===== src/rtl/snb_pkg.sv =====
package snb_pkg;

  typedef enum logic [1:0] {
    CMD_RD  = 2'b00,
    CMD_RDX = 2'b01,
    CMD_UPG = 2'b10,
    CMD_WB  = 2'b11
  } cmd_e;

  typedef enum logic [2:0] {
    ST_IDLE,
    ST_ARB,
    ST_ADDR,
    ST_RDATA,
    ST_WDATA
  } seq_st_e;

  function automatic logic takes_ownership(cmd_e c);
    return (c == CMD_RDX) || (c == CMD_UPG);
  endfunction

endpackage


===== src/rtl/snb_snoop_unit.sv =====
module snb_snoop_unit
  import snb_pkg::*;
#(
  parameter int AW = 32,
  parameter int DW = 64
) (
  input  logic          clk,
  input  logic          rst,
  input  logic          snp_valid,
  input  cmd_e          snp_cmd,
  input  logic [AW-1:0] snp_addr,
  input  logic          pend_wait,
  input  logic          pend_transit,
  input  cmd_e          pend_cmd,
  input  logic [AW-1:0] pend_addr,
  input  logic [DW-1:0] pend_wdata,
  output logic          upg_lost,
  output logic          wb_taken,
  output logic          resp_valid,
  output logic          resp_retry,
  output logic          resp_flush,
  output logic [DW-1:0] resp_data
);

  logic same_blk;
  logic inval;
  logic wb_hit;
  logic busy_hit;

  always_comb begin
    same_blk = snp_valid && (snp_addr == pend_addr);
    inval    = takes_ownership(snp_cmd);
    upg_lost = same_blk && pend_wait && (pend_cmd == CMD_UPG) && inval;
    wb_hit   = same_blk && pend_wait && (pend_cmd == CMD_WB);
    wb_taken = wb_hit && inval;
    busy_hit = same_blk && pend_transit;
  end

  always_ff @(posedge clk) begin
    if (rst) begin
      resp_valid <= 1'b0;
      resp_retry <= 1'b0;
      resp_flush <= 1'b0;
      resp_data  <= '0;
    end else begin
      resp_valid <= snp_valid;
      resp_retry <= busy_hit;
      resp_flush <= wb_hit;
      resp_data  <= wb_hit ? pend_wdata : '0;
    end
  end

endmodule


===== src/rtl/snb_seq.sv =====
module snb_seq
  import snb_pkg::*;
#(
  parameter int AW = 32,
  parameter int DW = 64
) (
  input  logic          clk,
  input  logic          rst,
  input  logic          req_valid,
  input  cmd_e          req_cmd,
  input  logic [AW-1:0] req_addr,
  input  logic [DW-1:0] req_wdata,
  output logic          req_ready,
  input  logic          bus_gnt,
  input  logic          a_ack,
  input  logic          d_in_valid,
  input  logic [DW-1:0] d_in,
  input  logic          upg_lost,
  input  logic          wb_taken,
  output logic          bus_req,
  output logic          a_valid,
  output cmd_e          a_cmd,
  output logic [AW-1:0] a_addr,
  output logic          d_out_valid,
  output logic [DW-1:0] d_out,
  output logic          done,
  output cmd_e          done_cmd,
  output logic          done_drop,
  output logic [DW-1:0] done_data,
  output logic          pend_wait,
  output logic          pend_transit,
  output cmd_e          pend_cmd,
  output logic [AW-1:0] pend_addr,
  output logic [DW-1:0] pend_wdata
);

  seq_st_e st;
  cmd_e    issue_cmd;

  always_comb begin
    req_ready    = (st == ST_IDLE);
    pend_wait    = (st == ST_ARB);
    pend_transit = (st == ST_ADDR) || (st == ST_RDATA) || (st == ST_WDATA);
    issue_cmd    = upg_lost ? CMD_RDX : pend_cmd;
  end

  always_ff @(posedge clk) begin
    if (rst) begin
      st          <= ST_IDLE;
      bus_req     <= 1'b0;
      a_valid     <= 1'b0;
      a_cmd       <= CMD_RD;
      a_addr      <= '0;
      d_out_valid <= 1'b0;
      d_out       <= '0;
      done        <= 1'b0;
      done_cmd    <= CMD_RD;
      done_drop   <= 1'b0;
      done_data   <= '0;
      pend_cmd    <= CMD_RD;
      pend_addr   <= '0;
      pend_wdata  <= '0;
    end else begin
      done        <= 1'b0;
      d_out_valid <= 1'b0;
      unique case (st)
        ST_IDLE: begin
          if (req_valid) begin
            pend_cmd   <= req_cmd;
            pend_addr  <= req_addr;
            pend_wdata <= req_wdata;
            bus_req    <= 1'b1;
            st         <= ST_ARB;
          end
        end
        ST_ARB: begin
          if (wb_taken) begin
            bus_req   <= 1'b0;
            done      <= 1'b1;
            done_cmd  <= CMD_WB;
            done_drop <= 1'b1;
            done_data <= '0;
            st        <= ST_IDLE;
          end else begin
            pend_cmd <= issue_cmd;
            if (bus_gnt) begin
              bus_req <= 1'b0;
              a_valid <= 1'b1;
              a_cmd   <= issue_cmd;
              a_addr  <= pend_addr;
              st      <= ST_ADDR;
            end
          end
        end
        ST_ADDR: begin
          if (a_ack) begin
            a_valid <= 1'b0;
            if (pend_cmd == CMD_UPG) begin
              done      <= 1'b1;
              done_cmd  <= CMD_UPG;
              done_drop <= 1'b0;
              done_data <= '0;
              st        <= ST_IDLE;
            end else if (pend_cmd == CMD_WB) begin
              d_out_valid <= 1'b1;
              d_out       <= pend_wdata;
              st          <= ST_WDATA;
            end else begin
              st <= ST_RDATA;
            end
          end
        end
        ST_WDATA: begin
          done      <= 1'b1;
          done_cmd  <= CMD_WB;
          done_drop <= 1'b0;
          done_data <= '0;
          st        <= ST_IDLE;
        end
        ST_RDATA: begin
          if (d_in_valid) begin
            done      <= 1'b1;
            done_cmd  <= pend_cmd;
            done_drop <= 1'b0;
            done_data <= d_in;
            st        <= ST_IDLE;
          end
        end
        default: st <= ST_IDLE;
      endcase
    end
  end

endmodule


===== src/rtl/snoop_bus_master.sv =====
module snoop_bus_master
  import snb_pkg::*;
#(
  parameter int AW = 32,
  parameter int DW = 64
) (
  input  logic          clk,
  input  logic          rst,
  input  logic          req_valid,
  output logic          req_ready,
  input  logic [1:0]    req_cmd,
  input  logic [AW-1:0] req_addr,
  input  logic [DW-1:0] req_wdata,
  output logic          done,
  output logic [1:0]    done_cmd,
  output logic          done_drop,
  output logic [DW-1:0] done_data,
  output logic          bus_req,
  input  logic          bus_gnt,
  output logic          a_valid,
  output logic [1:0]    a_cmd,
  output logic [AW-1:0] a_addr,
  input  logic          a_ack,
  output logic          d_out_valid,
  output logic [DW-1:0] d_out,
  input  logic          d_in_valid,
  input  logic [DW-1:0] d_in,
  input  logic          snp_valid,
  input  logic [1:0]    snp_cmd,
  input  logic [AW-1:0] snp_addr,
  output logic          resp_valid,
  output logic          resp_retry,
  output logic          resp_flush,
  output logic [DW-1:0] resp_data
);

  logic          upg_lost;
  logic          wb_taken;
  logic          pend_wait;
  logic          pend_transit;
  cmd_e          pend_cmd;
  logic [AW-1:0] pend_addr;
  logic [DW-1:0] pend_wdata;
  cmd_e          a_cmd_e;
  cmd_e          done_cmd_e;

  snb_seq #(.AW(AW), .DW(DW)) u_seq (
    .clk          (clk),
    .rst          (rst),
    .req_valid    (req_valid),
    .req_cmd      (cmd_e'(req_cmd)),
    .req_addr     (req_addr),
    .req_wdata    (req_wdata),
    .req_ready    (req_ready),
    .bus_gnt      (bus_gnt),
    .a_ack        (a_ack),
    .d_in_valid   (d_in_valid),
    .d_in         (d_in),
    .upg_lost     (upg_lost),
    .wb_taken     (wb_taken),
    .bus_req      (bus_req),
    .a_valid      (a_valid),
    .a_cmd        (a_cmd_e),
    .a_addr       (a_addr),
    .d_out_valid  (d_out_valid),
    .d_out        (d_out),
    .done         (done),
    .done_cmd     (done_cmd_e),
    .done_drop    (done_drop),
    .done_data    (done_data),
    .pend_wait    (pend_wait),
    .pend_transit (pend_transit),
    .pend_cmd     (pend_cmd),
    .pend_addr    (pend_addr),
    .pend_wdata   (pend_wdata)
  );

  snb_snoop_unit #(.AW(AW), .DW(DW)) u_snoop (
    .clk          (clk),
    .rst          (rst),
    .snp_valid    (snp_valid),
    .snp_cmd      (cmd_e'(snp_cmd)),
    .snp_addr     (snp_addr),
    .pend_wait    (pend_wait),
    .pend_transit (pend_transit),
    .pend_cmd     (pend_cmd),
    .pend_addr    (pend_addr),
    .pend_wdata   (pend_wdata),
    .upg_lost     (upg_lost),
    .wb_taken     (wb_taken),
    .resp_valid   (resp_valid),
    .resp_retry   (resp_retry),
    .resp_flush   (resp_flush),
    .resp_data    (resp_data)
  );

  assign a_cmd    = a_cmd_e;
  assign done_cmd = done_cmd_e;

endmodule


===== config.mk =====
export PLATFORM = sky130hd
export DESIGN_NAME = snoop_bus_master
export DESIGN_NICKNAME = d
export VERILOG_FILES = /design/src/rtl/snb_pkg.sv /design/src/rtl/snb_snoop_unit.sv /design/src/rtl/snb_seq.sv /design/src/rtl/snoop_bus_master.sv
export SDC_FILE = /design/constraint.sdc
export NUM_CORES = 1
export LEC_CHECK = 0
export ABC_CLOCK_PERIOD_IN_PS = 1950
export BUFFER_PORTS_ARGS = -buffer_cell sky130_fd_sc_hd__buf_2
export CAP_MARGIN = 40
export CORE_MARGIN = 5
export CORE_UTILIZATION = 46
export CTS_BUF_LIST = sky130_fd_sc_hd__clkbuf_8
export DETAILED_ROUTE_END_ITERATION = 12
export PLACE_DENSITY_LB_ADDON = 0.08
export SLEW_MARGIN = 25
export SYNTH_ARGS = -nofsm -noshare
export SYNTH_HDL_FRONTEND = slang
export SYNTH_SLANG_ARGS = --single-unit

===== constraint.sdc =====
create_clock -name clk -period 1.95 [get_ports clk]
set_clock_uncertainty 0.1 [all_clocks]
set_input_delay 0.4875 -clock clk [delete_from_list [all_inputs] [get_ports clk]]
set_output_delay 0.4875 -clock clk [all_outputs]
set_load 0.005 [all_outputs]

Yosys cells after proc, flatten, opt, wreduce, memory -nomap -nowiden
Cells that the tools add are included.
{ "op_classes": {"addsub": 0, "n_mul": 0, "div": 0, "magnitude_cmp": 0, "eq_ne": 17, "shift": 0, "muxes": 41, "bitwise_logic": 5, "n_reduce_logical": 24} }
{ "ops": {"columns": ["cell", "count"], "rows": [
  ["$mux W64", 4],
  ["$pmux W64 S4", 1],
  ["$eq A32 B32 Y1", 1],
  ["$mux W3", 7],
  ["$mux W1", 15],
  ["$mux W2", 7],
  ["$ne A2 B2 Y1 const B", 7],
  ["$pmux W3 S4", 1],
  ["$reduce_and A4 Y1", 3],
  ["$reduce_and A3 Y1", 3],
  ["$pmux W1 S4", 2],
  ["$pmux W2 S4", 1],
  ["$logic_and A1 B1 Y1", 7],
  ["$eq A2 B2 Y1 const B", 3],
  ["$eq A3 B2 Y1 const B", 2],
  ["$not A1 Y1", 5],
  ["$reduce_and A5 Y1", 1],
  ["$pmux W1 S2", 2],
  ["$pmux W2 S2", 1],
  ["$reduce_bool A2 Y1", 2],
  ["$reduce_bool A4 Y1", 1],
  ["$reduce_or A4 Y1", 1],
  ["$eq A3 B1 Y1 const B", 1],
  ["$eq A3 B3 Y1 const B", 1],
  ["6 further kinds", 8]
]} }
{ "word_totals": {"register_bits": 337, "latchBits": 0, "ramBits": 0, "mem_bits_ro": 0, "input_bits": 203, "output_inout_bits": 237, "elab_cells": 105, "n_memories": 0} }

Logic depth before layout (Yosys ltp)
Gate-level depths: netlist of the first run.
{ "logic_depth": {"depth_word": 8, "mapped_depth": 9, "depth_no_buf": 6} }

Cells and area by module
A second synthesis of the first run with hierarchy kept.
{ "unflattened": {"cells_unflattened": 1518, "area_unflattened_um2": 12737.2} }
{ "by_module_without_submodules": {"columns": ["mod", "n_inst", "cells_per_inst", "area_per_inst_um2", "seq_area_each_um2"], "rows": [
  ["snb_seq", 1, 1218, 9793.1, 5405.2],
  ["snb_snoop_unit", 1, 300, 2944.1, 1341.3]
]} }

Worst setup path before layout of the first run
Ideal clock, no wire load.
{ "synth_path": {"path_type": "input to register", "from": "input snp_addr[29]", "to": "register u_snoop.resp_data[10]", "setup_ns": 0.059, "arrival_time_ns": 1.967, "required_time_ns": 1.791, "slack_ns": -0.176, "stages": 8, "n_path_buf": 2, "path_cell_list": "xor2_1 > nor4_2 > and4_4 > nand3_2 > nor4_2 > buf_4 > buf_6 > and2_1"} }
{ "synth_via": {"elab_chain_len": 6} }
{ "synth_lines": {"columns": ["item", "line", "text"], "rows": [
  ["start, declared", "snoop_bus_master.sv:30", "input logic [AW-1:0] snp_addr,"],
  ["$eq A32 B32 Y1", "snb_snoop_unit.sv:31", "same_blk = snp_valid && (snp_addr == pend_addr);"],
  ["$logic_and A1 B1 Y1", "snb_snoop_unit.sv:31", null],
  ["$logic_and A1 B1 Y1 (2 in a row)", "snb_snoop_unit.sv:34", "wb_hit = same_blk && pend_wait && (pend_cmd == CMD_WB);"],
  ["$not A1 Y1 (no line)", null, null],
  ["$reduce_or A2 Y1 (no line)", null, null],
  ["end signal, assigned", "snb_snoop_unit.sv:49", "resp_data <= wb_hit ? pend_wdata : '0;"],
  ["end, declared", "snb_snoop_unit.sv:22", "output logic [DW-1:0] resp_data"]
]} }
Every way passes these cells.
A chain may end at the register's enable or synchronous reset.

Worst setup path after layout of the first run
{ "layout_path": {"from": "register u_seq.pend_addr[29]", "to": "register u_seq.done_data[54]"} }
{ "layout_via": {"elab_chain_len": 7} }
{ "layout_lines": {"columns": ["item", "line", "text"], "rows": [
  ["start, declared", "snb_seq.sv:33", "output logic [AW-1:0] pend_addr,"],
  ["start signal, assigned", "snb_seq.sv:70", "pend_addr <= req_addr;"],
  ["$eq A32 B32 Y1", "snb_snoop_unit.sv:31", null],
  ["$logic_and A1 B1 Y1", "snb_snoop_unit.sv:31", null],
  ["$logic_and A1 B1 Y1 (2 in a row)", "snb_snoop_unit.sv:34", null],
  ["$logic_and A1 B1 Y1", "snb_snoop_unit.sv:35", "wb_taken = wb_hit && inval;"],
  ["$ne A2 B2 Y1 (no line)", null, null],
  ["$reduce_and A5 Y1 (no line)", null, null],
  ["end signal, assigned", "snb_seq.sv:125", "done_data <= d_in;"],
  ["end, declared", "snb_seq.sv:29", "output logic [DW-1:0] done_data,"]
]} }
Every way passes these cells.

==> results of run 1 <==
## per-layer routing
metal	track usage (%)	share of wire, %	up-vias
met3	7.50	8.7	78
li1	-	-	5220
met2	42.1	48	402
met1	28.8	40	4861
met4	9.63	3.5	0
met5	0	0	-
## synth_stat cells, types with 2 or more instances
cell | number | area share (%)
dfxtp_1 | 337 | 58
xor2_1 | 8 | 0.60
inv_1 | 2 | 0.064
nand4_1 | 8 | 0.43
and2_1 | 65 | 3.5
nor2_1 | 14 | 0.45
a21oi_1 | 168 | 7.2
nand2_1 | 397 | 13
and4_1 | 2 | 0.15
nor4_2 | 4 | 0.43
nand4b_1 | 2 | 0.15
nor3_1 | 4 | 0.17
buf_6 | 14 | 1.4
clkbuf_1 | 64 | 2.1
mux2i_1 | 33 | 2.8
o21ai_0 | 5 | 0.21
a31oi_1 | 2 | 0.11
buf_2 | 9 | 0.39
nand2b_1 | 7 | 0.38
xnor2_1 | 22 | 1.7
nor2b_1 | 3 | 0.16
nor3b_1 | 2 | 0.13
a22o_1 | 64 | 4.8
a221oi_1 | 2 | 0.15
nand3_1 | 7 | 0.30
o221a_2 | 2 | 0.19
## worst reg2reg max path, stage by stage, from the launching register on
cell	delay, ns
dfxtp_4	0.35
xor2_2	0.16
nor4_2	0.28
buf_4	0.16
and4_4	0.24
and4b_2	0.28
nor3_4	0.06
buf_12	0.15
clkbuf_16	0.17
a22o_1	0.18
## kinds of logic (layout without fill, tap and decap cells)
| kind of cell | Yosys count | in the layout | synth area share [%] |
|---|---|---|---|
| xor+xnor | 30 | 30 | 2.25 |
| mux | 33 | 33 | 2.83 |
| flops | 337 | 337 | 57.9 |
| compound gates | 251 | 251 | 13.3 |
| other cells | 0 | 5 | 0 |
| buf+inv | 91 | 630 | 3.96 |
| simple gates | 525 | 525 | 19.8 |
## sequential cells by signal (all words and copies together) (netlist names), 2 cells and up
register           count
u_seq.a_addr          32
u_seq.a_cmd            2
u_seq.d_out           64
u_seq.done_cmd         2
u_seq.done_data       64
u_seq.pend_addr       32
u_seq.pend_cmd         2
u_seq.pend_wdata      64
u_seq.st               3
u_snoop.resp_data     64
## report_power, final
part	internal (mW)	total, mW	switching [mW]
logic	0.790	1.73	0.942
registers	7.15	7.33	0.178
clock network	2.79	5.42	2.63
## what timing repair did
item	in CTS	in global routing
pin swaps	8	26
setup endpoints to repair	177	236
gates resized for setup	18	35
endpoints found under the hold margin	0	0
setup buffers	3	3
gates cloned	2	6
## layout make-up
| class | instances | share of cell area (%) |
|---|---|---|
| diodes | 5 | 0.0780 |
| clock buffers | 60 | 5.15 |
| clock inverters | 31 | 0.819 |
| inverters | 3 | 0.0702 |
| multi-input cells | 839 | 28.8 |
| flip-flops and latches | 337 | 42.1 |
| well taps | 330 | 2.57 |
| repair buffers | 536 | 20.4 |
## per-stage QoR
stage	area (um^2)	instances	total power [mW]	utilization, %	setup slack (ns)
floorplan	11700	1267	8.34	-	-0.112
CTS	15800	2128	14.6	63.0	-0.320
global route	16000	2140	15.2	64.1	-0.375
detailed placement	14700	2032	9.15	58.5	-0.580
finish	16000	2141	14.5	64.1	-0.318
global placement	14700	2032	9.12	58.5	-0.542
## worst paths after layout
check	slack, ns	startpoint	cells past startpoint	end
min	0.04	d_in[2]	2	u_seq.done_data[2]$_SDFFE_PP0P_
max reg2reg	-0.32	u_seq.pend_addr[29]$_SDFFE_PP0P_	9	u_seq.done_data[54]$_SDFFE_PP0P_
min reg2reg	0.35	u_seq.d_out[52]$_SDFFE_PP0P_	2	u_seq.d_out[52]$_SDFFE_PP0P_
max	-0.32	u_seq.pend_addr[29]$_SDFFE_PP0P_	9	u_seq.done_data[54]$_SDFFE_PP0P_
==> summary.md, run 1 <==
| Metric | Value |
|---|---|
| Status | complete, but fails checks |
| Failing checks | negative setup slack |
| Initial antenna violation count | 4 |
| Most used DFF post-synth | dfxtp_1 |
| Vias in the first global route | 10.4k |
| Worst setup SP type | flop |
| Gr usage total | 24.5% |
| Antenna Violating Nets Remaining | 0 |
| CTS H-tree lvls | 2 |
| Post-synth EDFFs | 0 |
| Final net count | 1974 |
| Worst Setup End Kind | flop |
| Peak Freq | 0.441 GHz |
| DR DRC count | 0 |
| Reg area | 6760 um^2 |
| Share of cells above drive strength 1 | 36.3% |
| CTS buffer count | 54 |
| Worst setup margin | -0.318 ns |
| DRT iter0 DRCs | 567 |
| Peak supply drop | 0.574 mV |
| Cell Pwr Density | 903 nW/um^2 |
| Pleak | 7.38 nW |
| Die area | 28600 um^2 |
| Slowest CP cell | dfxtp_4 |
| Max FO, Critical Path | 15 |
| Core ar. | 25000 um^2 |
| Critical path class | reg -> reg |
| Routed len/inst | 17.7 um |
| CP top delay family | simple AND/OR/NAND/NOR gates |
| Max stage delay on crit path | 0.35 ns |
| Max cap viols | 0 |
| Fillers | 2267 |
| WP data arrival | 2.61 ns |
| Critical-path cell list | xor2_2 -> nor4_2 -> buf_4 -> and4_4 -> and4b_2 -> nor3_4 -> buf_12 -> clkbuf_16 -> a22o_1 |
| Post-synth cell types | 46 |
| Global-route wire length before repair | 56.6 mm |
| CTS hold repair buffers | 0 |
| RSZ-0062 raised after global routing | yes |
| DRT Pass-1 Iters | 4 |
| I/O Pins | 440 |
| Post-Syn Instances | 1267 |
| Largest net degree at the start of global routing | 138 |
| Clock Latency Late Sink | 0.57 ns |
| Clock sink total | 337 |
| Tmin final | 2.27 ns |
| Chip Width | 169 um |
| Most frequent cells in the layout | buf_2 (438), nand2_1 (396), dfxtp_1 (332), a21oi_1 (168), buf_4 (69) |
| Footprint of the multi-input gates | 4620 um^2 |
| HP Class | in -> reg |
| Clock Tree Buf Depth | 3 |
| Grt ovf | 0 |
| Initial Util | 46.6% |
| Height of the die | 169 um |
| TritonCTS clock tree | built |
| Net Count, Synth | 1470 |
| Async set-or-reset flop fraction in the synthesized netlist | 0% |
| Final hold vios | 0 |
| Final Cycle Share | 116% |
| Clock Pin Slew Worst Setup and Hold Paths | 0.06 ns |
| Seq/Total Area, Yosys | 57.9% |
| Synthesized area per cell | 9.20 um^2 |
| Slew at the pin closest to its max-slew limit | 0.697 ns |
| Root Driver | clkbuf_8 |
| Commonest non-fill, non-tap cell in the layout | buf_2 |
| DRT Wirelength | 37.9 mm |
| Slew Viols, Final | 0 |
| Synth Warn # | 0 |
| Area growth from synthesis to layout | 37.7% |
| Detailed placement HPWL | 25.6 mm |
| Worst Path Required | 2.29 ns |
| Setup-failing EPs final | 164 |
| # rows | 58 |
| GPL Wtd Cong | 0.823 |
| Synthesized area | 11700 um^2 |
| Crit path buf inv count | 3 |
| Vias per Instance | 4.93 |
| Max_slew headroom | 53.5% |
| Setup TNS | -34.87 ns |
| Vias | 10.6k |
| Synth Register Bits | 337 |
| Port Buffers | 439 |
| Hold slack | 0.0412 ns |
Power figures use the tool's default switching activity.
==> run 2: changes to the inputs <==
Settings changed: ABC_CLOCK_PERIOD_IN_PS 1950 to 1900, CORE_UTILIZATION 46 to 47, SYNTH_HIERARCHICAL set to 1.
Clock period 1.95 ns to 1.9 ns, I/O delays scaled along.
==> run 2 against run 1 <==
  * Sequential share of layout area shrank 8.7 points
  * Clock power grew 15%
  * Sequential power increased by 5.2%
  * Non-clock buffer count grew 86
  * Highest routed layer is now met5
  * Utilization is 11 points higher
  * Wire length rose by 42%
  * The flow still finishes with violations (negative setup slack)
  * Final area increased by 26%
  * Global-route usage rose by 5.9 points
  * Total power grew 24%
  * Combinational power rose by 140%
==> summary.md, run 2 <==
| Metric | Value |
|---|---|
| Area growth from synthesis to layout | 59.0% |
| Slew at the pin closest to its max-slew limit | 0.533 ns (-0.164 ns) |
| Peak supply drop | 0.727 mV (+27%) |
| Share of cells above drive strength 1 | 45.1% (+8.9 points) |
| WP data arrival | 3.11 ns (+0.50 ns) |
| Worst Path Required | 2.31 ns (+0.02 ns) |
| Initial Util | 47.5% (+0.96 points) |
| Final core utilization | 75.6% (+11 points) |
| Clock Latency Late Sink | 0.59 ns (+0.02 ns) |
| Hold slack | 0.0191 ns (-0.0221 ns) |
| Core ar. | 26800 um^2 (+7.0%) |
| Grt ovf | 0 (unchanged) |
| R2R depth | 13 (+4) |
| Synth Warn # | 6 (+6) |
| Final instance area | 20300 um^2 (+26%) |
| Post-Syn Instances | 1518 (+20%) |
| Height of the die | 175 um (+3.2%) |
| Die area | 30500 um^2 (+6.5%) |
| GPL Wtd Cong | 0.855 (+3.9%) |
| Combinational fraction of design power | 22.7% (+11 points) |
| I/O Pins | 440 (unchanged) |
| Most used DFF post-synth | dfxtp_1 |
| Max_slew headroom | 64.4% (+11 points) |
| DR DRC count | 0 (unchanged) |
| End of the critical path | u_seq/done_data[38]$_SDFFE_PP0P_ |
| Routed len/inst | 22.2 um (+25%) |
| Top cells by area, synth | dfxtp_1 (53%), nand2_1 (12%), a21oi_1 (10%) |
| Synthesized area per cell | 8.39 um^2 (-8.8%) |
| Clock Pin Slew Worst Setup and Hold Paths | 0.06 ns (about the same) |
| Sw Pwr | 5.49 mW (+46%) |
| R2r endpoint | u_seq/done_data[38]$_SDFFE_PP0P_ |
| CTS H-tree lvls | 2 (unchanged) |
| Pleak | 9.32 nW (+26%) |
| DRT Pass-1 Iters | 6 (+2) |
| Sw Share | 30.4% (+4.5 points) |
| Synth Register Bits | 337 (unchanged) |
| Cell Pwr Density | 890 nW/um^2 (-1.4%) |
| Worst setup SP type | flop |
| RSZ-0062 raised after global routing | yes |
| DRT Wirelength | 53.9 mm (+42%) |
| Synthesized area | 12700 um^2 (+9.3%) |
| Internal power | 12.5 mW (+17%) |
| Slew Viols, Final | 0 (unchanged) |
| Clock share of power | 34.5% (-2.9 points) |
| Seq/Total Area, Yosys | 53.0% (-4.9 points) |
| Cells after DPL | 2233 (+9.9%) |
| Root Driver | clkbuf_8 |
| Leading area contributor after synthesis | dfxtp_1 |
| Clock sink total | 337 (unchanged) |
| Detailed placement HPWL | 28.9 mm (+13%) |
| Top cell type's share of synthesized area | 53.0% (-4.9 points) |
| Vias per Instance | 5.80 (+18%) |
| Largest net degree at the start of global routing | 109 (-21%) |
| RR Startpoint | u_seq/pend_addr[9]$_SDFFE_PP0P_ |
| Worst setup margin | -0.797 ns (-0.480 ns) |
| Tmin final | 2.70 ns (+0.430 ns) |
| Vias in the first global route | 12.9k (+24%) |
| Setup TNS | -91.53 ns (-56.66 ns) |
| Worst Setup End Kind | flop |
| Antenna Violating Nets Remaining | 0 (unchanged) |
| Post-synth EDFFs | 0 (unchanged) |
| Vias | 14.1k (+33%) |
| Initial antenna violation count | 11 (+7) |
| Status | complete, but fails checks |
| Non-Filler Instances | 2428 (+13%) |
| Most frequent cells in the layout | buf_2 (437), nand2_1 (331), dfxtp_1 (324), a21oi_1 (221), nand4_1 (131) |
| Commonest non-fill, non-tap cell in the layout | buf_2 |
| Top cells by count, synth | nand2_1 (391), dfxtp_1 (337), a21oi_1 (264), nand4_1 (131), clkbuf_1 (83) |
| Final Cycle Share | 142% (+26 points) |
| Port Buffers | 439 (unchanged) |
| Sequential power share | 42.8% (-7.8 points) |
| Crit path launch | u_seq/pend_addr[9]$_SDFFE_PP0P_ |
| Most numerous cell in the Yosys netlist | nand2_1 |
| CTS buffer count | 55 (+1.9%) |
| Chip Width | 175 um (+3.2%) |
| Gr usage total | 30.4% (+5.9 points) |
| Setup-failing EPs final | 176 (+7.3%) |
| Final hold vios | 0 (unchanged) |
| # rows | 60 (+3.4%) |
| Post-synth cell types | 45 (-2.2%) |
| TritonCTS clock tree | built |
| HP Class | in -> reg |
| Failing checks | negative setup slack |
| Fillers | 1906 (-16%) |
| Max cap viols | 0 (unchanged) |
| Clock Tree Buf Depth | 3 (unchanged) |
| Critical path class | reg -> reg |
| Global-route wire length before repair | 74.4 mm (+31%) |
| DRT iter0 DRCs | 1417 (+150%) |
| Area after DPL | 15700 um^2 (+7.4%) |
| Reg2Reg Setup Slack | -0.80 ns (-0.48 ns) |
| Async set-or-reset flop fraction in the synthesized netlist | 0% (unchanged) |
| Final net count | 2246 (+14%) |
| Net Count, Synth | 1721 (+17%) |
| Peak Freq | 0.371 GHz (-16%) |
| Max FO, Critical Path | 4 (-11) |
[run 2: cell types whose count changed after synthesis, moves of 33 or more]
cell,delta
a21oi_1,+96
a22o_1,-64
o21ai_0,+43
nand4_1,+123
buf_2,+33
and2_1,-63
nor4_1,+50
[run 2: cell families after synthesis]
group	share of synthesized area [%]
buffers and inverters	6.07
xor gates and xnor gates	1.79
DFF	53.0
muxes	0.0786
and+or+nand+nor	25.1
AOI/OAI and AO/OA	14.0
[run 2: how the worst min path moves through the flow]
| stage | startpoint | end | cells after the start |
|---|---|---|---|
| final | req_wdata[35] | u_seq/pend_wdata[35]$_SDFFE_PP0P_ | 3 |
| after global routing | req_addr[26] | u_seq/pend_addr[26]$_SDFFE_PP0P_ | 3 |
| after CTS | req_addr[28] | u_seq/pend_addr[28]$_SDFFE_PP0P_ | 3 |
| after detailed placement | u_seq/d_out[12]$_SDFFE_PP0P_ | u_seq/d_out[12]$_SDFFE_PP0P_ | 2 |
| after global placement | u_seq/a_addr[15]$_SDFFE_PP0P_ | u_seq/a_addr[15]$_SDFFE_PP0P_ | 2 |
| after floorplan | u_seq/pend_wdata[0]$_SDFFE_PP0P_ | u_snoop/resp_data[0]$_SDFF_PP0_ | 2 |
[run 2: what timing repair did]
action | CTS | global route
endpoints found under the hold margin | 2 | 0
setup buffers | 19 | 40
hold buffers | 2 | 0
pin swaps | 60 | 222
endpoints found under the setup margin | 176 | 176
resized for setup | 184 | 253
cloned | 27 | 18
[run 2: cell type report]
type / count / area, um^2 / area share, %
Clock buffer: 64 / 881 / 4.35
Timing Repair Buffer: 622 / 5060 / 25.0
Multi-Input combinational cell: 1018 / 6890 / 34.0
Antenna cell: 2 / 5.00 / 0.0247
Sequential cell: 337 / 6770 / 33.4
Clock inverter: 35 / 198 / 0.976
Tap cell: 341 / 427 / 2.11
Inverter: 9 / 33.8 / 0.167
[run 2: power by group through the flow]
stage / logic [mW] / clock network, mW / registers (mW)
after global routing: 4.29 / 6.63 / 7.74
final: 4.10 / 6.21 / 7.71
after floorplan: 1.53 / 0 / 7.79
after global placement: 2.77 / 0 / 7.80
after CTS: 3.47 / 6.21 / 7.67
after detailed placement: 2.78 / 0 / 7.81
[run 2: metrics by stage]
step | worst slack, ns | total power, mW
2_1_floorplan | -0.956 | 9.32
3_3_place_gp | -0.892 | 10.6
3_5_place_dp | -0.898 | 10.6
4_1_cts | -0.679 | 17.4
5_1_grt | -0.931 | 18.7
6_report | -0.797 | 18.0
[run 2: critical path, stage by stage (launching register included)]
cell       delay, ns
dfxtp_2         0.34
inv_1           0.06
buf_4           0.13
a2111oi_4       0.27
nand4_1         0.19
buf_4           0.20
nor4_4          0.30
nor2_4          0.09
o211ai_4        0.26
buf_6           0.16
buf_12          0.12
buf_16          0.10
nand4_1         0.13
a21oi_2         0.17
[run 2: layer usage]
metal  up-vias  wire length, um  GRT usage [%]
li1       6382                -              -
met3       170             5140           8.91
met4        18             2420           12.8
met5         -              117              0
met2       806            25500           49.5
met1      6697            20700           37.9
==> run 3: changes to the inputs <==
Settings changed: CORE_AREA set to 2 2 173 175, CORE_MARGIN 5 to unset, CORE_UTILIZATION 47 to unset, CTS_CLUSTER_SIZE set to 25, DIE_AREA set to 0 0 175 177, TNS_END_PERCENT set to 1.
==> run 3 against run 2 <==
  * The flow still finishes with violations (negative setup slack)
  * Sequential share of layout area up 6.4 points
  * Cell count down 1.8%
  * Wire length down 20%
  * Sequential power down 0.6%
  * Worst hold slack better by 0.016 ns
  * Count of clock-buffer cells in the layout down 2
  * Utilization down 18 points
  * Combinational power down 31%
  * Critical path depth down 3
  * Flip-flop and latch count unchanged
  * Highest routed layer unchanged
==> summary.md, run 3 (synthesis gave the netlist of run 2 again) <==
| Metric | Value |
|---|---|
| Status | complete, but fails checks |
| Failing checks | negative setup slack |
| Fillers | 2822 (+48%) |
| Final hold vios | 0 (unchanged) |
| Detailed placement HPWL | 27.5 mm (-4.7%) |
| Slew Viols, Final | 0 (unchanged) |
| Peak supply drop | 0.518 mV (-29%) |
| Tmin final | 2.62 ns (-0.0769 ns) |
| Vias per Instance | 5.35 (-7.7%) |
| RR Startpoint | u_seq/pend_addr[21]$_SDFFE_PP0P_ |
| Reg2Reg Setup Slack | -0.72 ns (+0.08 ns) |
| Commonest non-fill, non-tap cell in the layout | buf_2 |
| Worst Setup End Kind | flop |
| R2R depth | 10 (-3) |
| Peak Freq | 0.382 GHz (+2.9%) |
| Slew at the pin closest to its max-slew limit | 0.697 ns (+0.164 ns) |
| Vias | 12.8k (-9.4%) |
| Largest net degree at the start of global routing | 117 (+7.3%) |
| DRT iter0 DRCs | 983 (-31%) |
| Setup-failing EPs final | 176 (unchanged) |
| Clock Pin Slew Worst Setup and Hold Paths | 0.06 ns (about the same) |
| DRT Pass-1 Iters | 5 (-1) |
| Setup TNS | -84.90 ns (+6.63 ns) |
| Die area | 31000 um^2 (+1.6%) |
| WP data arrival | 3.00 ns (-0.11 ns) |
| Pleak | 7.13 nW (-23%) |
| Antenna Violating Nets Remaining | 0 (unchanged) |
| Core ar. | 29200 um^2 (+9.1%) |
| Final core utilization | 58.0% (-18 points) |
| Chip Width | 175 um (+0.22%) |
| Hold slack | 0.0349 ns (+0.0158 ns) |
| Max FO, Critical Path | 20 (+16) |
| Total power | 16.1 mW (-10%) |
| RSZ-0062 raised after global routing | yes |
| DRT Wirelength | 43.0 mm (-20%) |
| R2r endpoint | u_seq/done_data[12]$_SDFFE_PP0P_ |
| HP Class | in -> reg |
| Grt ovf | 0 (unchanged) |
| TritonCTS clock tree | built |
| CTS buffer count | 54 (-1.8%) |
| Clock sink total | 337 (unchanged) |
| GPL Wtd Cong | 0.808 (-5.4%) |
| Height of the die | 177 um (+1.4%) |
| Initial antenna violation count | 13 (+2) |
| I/O Pins | 440 (unchanged) |
| Hold Path Depth | 3 (unchanged) |
| Max_slew headroom | 53.5% (-11 points) |
| Area after DPL | 15800 um^2 (+0.19%) |
| Initial Util | 43.6% (-4.0 points) |
| Critical path class | reg -> reg |
| CTS H-tree lvls | 2 (unchanged) |
| Clock Latency Late Sink | 0.57 ns (-0.02 ns) |
| Area growth from synthesis to layout | 33.1% |
| # rows | 63 (+5.0%) |
| Routed len/inst | 18.0 um (-19%) |
| Final instance area | 17000 um^2 (-16%) |
| Hold wc startpoint | req_addr[2] |
| Share of cells above drive strength 1 | 32.9% (-12 points) |
| Port Buffers | 439 (unchanged) |
| Vias in the first global route | 11.8k (-8.7%) |
| Worst setup SP type | flop |
| Clock Tree Buf Depth | 3 (unchanged) |
| Worst Path Required | 2.28 ns (-0.03 ns) |
| Global-route wire length before repair | 64.6 mm (-13%) |
| Hold Path End | u_seq/pend_addr[2]$_SDFFE_PP0P_ |
| Final net count | 2157 (-4.0%) |
| DR DRC count | 0 (unchanged) |
| Gr usage total | 25.8% (-4.6 points) |
| Root Driver | clkbuf_8 |
| Max cap viols | 0 (unchanged) |
| Cell Pwr Density | 952 nW/um^2 (+7.0%) |
| Final Cycle Share | 138% (-4.0 points) |
| Most frequent cells in the layout | buf_2 (438), nand2_1 (389), dfxtp_1 (334), a21oi_1 (263), nand4_1 (131) |
| Worst setup margin | -0.721 ns (+0.0769 ns) |
==> run 3: final cells by class <==
cell class | instances | area [um^2] | share of cell area [%]
tap | 390 | 488 | 2.88
multi-input combinational | 1018 | 5400 | 31.9
clock buffer | 62 | 853 | 5.03
antenna | 6 | 15.0 | 0.0885
clock inverter | 28 | 110 | 0.649
timing repair buffer | 534 | 3300 | 19.5
inverter | 9 | 33.8 | 0.199
sequential | 337 | 6750 | 39.8
==> run 3: metrics by stage <==
| stage | worst slack (ns) | cells |
|---|---|---|
| finish | -0.721 | 2384 |
| global route | -0.867 | 2382 |
| CTS | -0.755 | 2377 |
| detailed placement | -1.09 | 2284 |
| global placement | -1.03 | 2283 |
| floorplan | -0.956 | 1518 |
==> run 3: report_power, final <==
part / switching [mW] / internal [mW]
sequential: 0.238 / 7.43
clock: 2.75 / 2.93
combinational: 1.72 / 1.09
total: 4.71 / 11.4
==> run 3: worst max-delay path, stage by stage, from the launching register on <==
cell and delay (ns):
dfxtp_2 0.33, nand2b_4 0.11, o2111ai_2 0.11, or4_4 0.58, nor4_4 0.32, nor2_2 0.12, o211ai_4 0.29, buf_12 0.15
buf_16 0.15, nand4_1 0.10, a21oi_1 0.14
==> run 3: timing repair <==
| item | in CTS | in global routing |
|---|---|---|
| cloned | 1 | 0 |
| endpoints found under the hold margin | 0 | 0 |
| setup buffers | 2 | 1 |
| endpoints found under the setup margin | 176 | 176 |
| gates resized for setup | 21 | 24 |
| hold buffers | 0 | 0 |
| pin swaps | 14 | 7 |
==> run 3: worst max path at each step <==
stage / from / endpoint / slack, ns / depth (start not counted)
4_1_cts: u_seq/pend_addr[21]$_SDFFE_PP0P_ / u_seq/done_data[4]$_SDFFE_PP0P_ / -0.76 / 10
3_3_place_gp: snp_addr[24] / u_seq/done_cmd[1]$_SDFFE_PP0P_ / -1.03 / 10
2_1_floorplan: snp_addr[6] / u_seq/done_data[35]$_SDFFE_PP0P_ / -0.96 / 12
3_5_place_dp: snp_addr[17] / u_seq/done_cmd[1]$_SDFFE_PP0P_ / -1.09 / 11
5_1_grt: u_seq/pend_addr[21]$_SDFFE_PP0P_ / u_seq/done_data[4]$_SDFFE_PP0P_ / -0.87 / 10
6_report: u_seq/pend_addr[21]$_SDFFE_PP0P_ / u_seq/done_data[12]$_SDFFE_PP0P_ / -0.72 / 10
==> run 3: routing by layer <==
layer / GRT usage, % / share of wire [%]
met5: 0 / 0.23
met4: 10.8 / 3.4
met3: 7.67 / 8.4
met2: 41.2 / 47
met1: 32.7 / 41
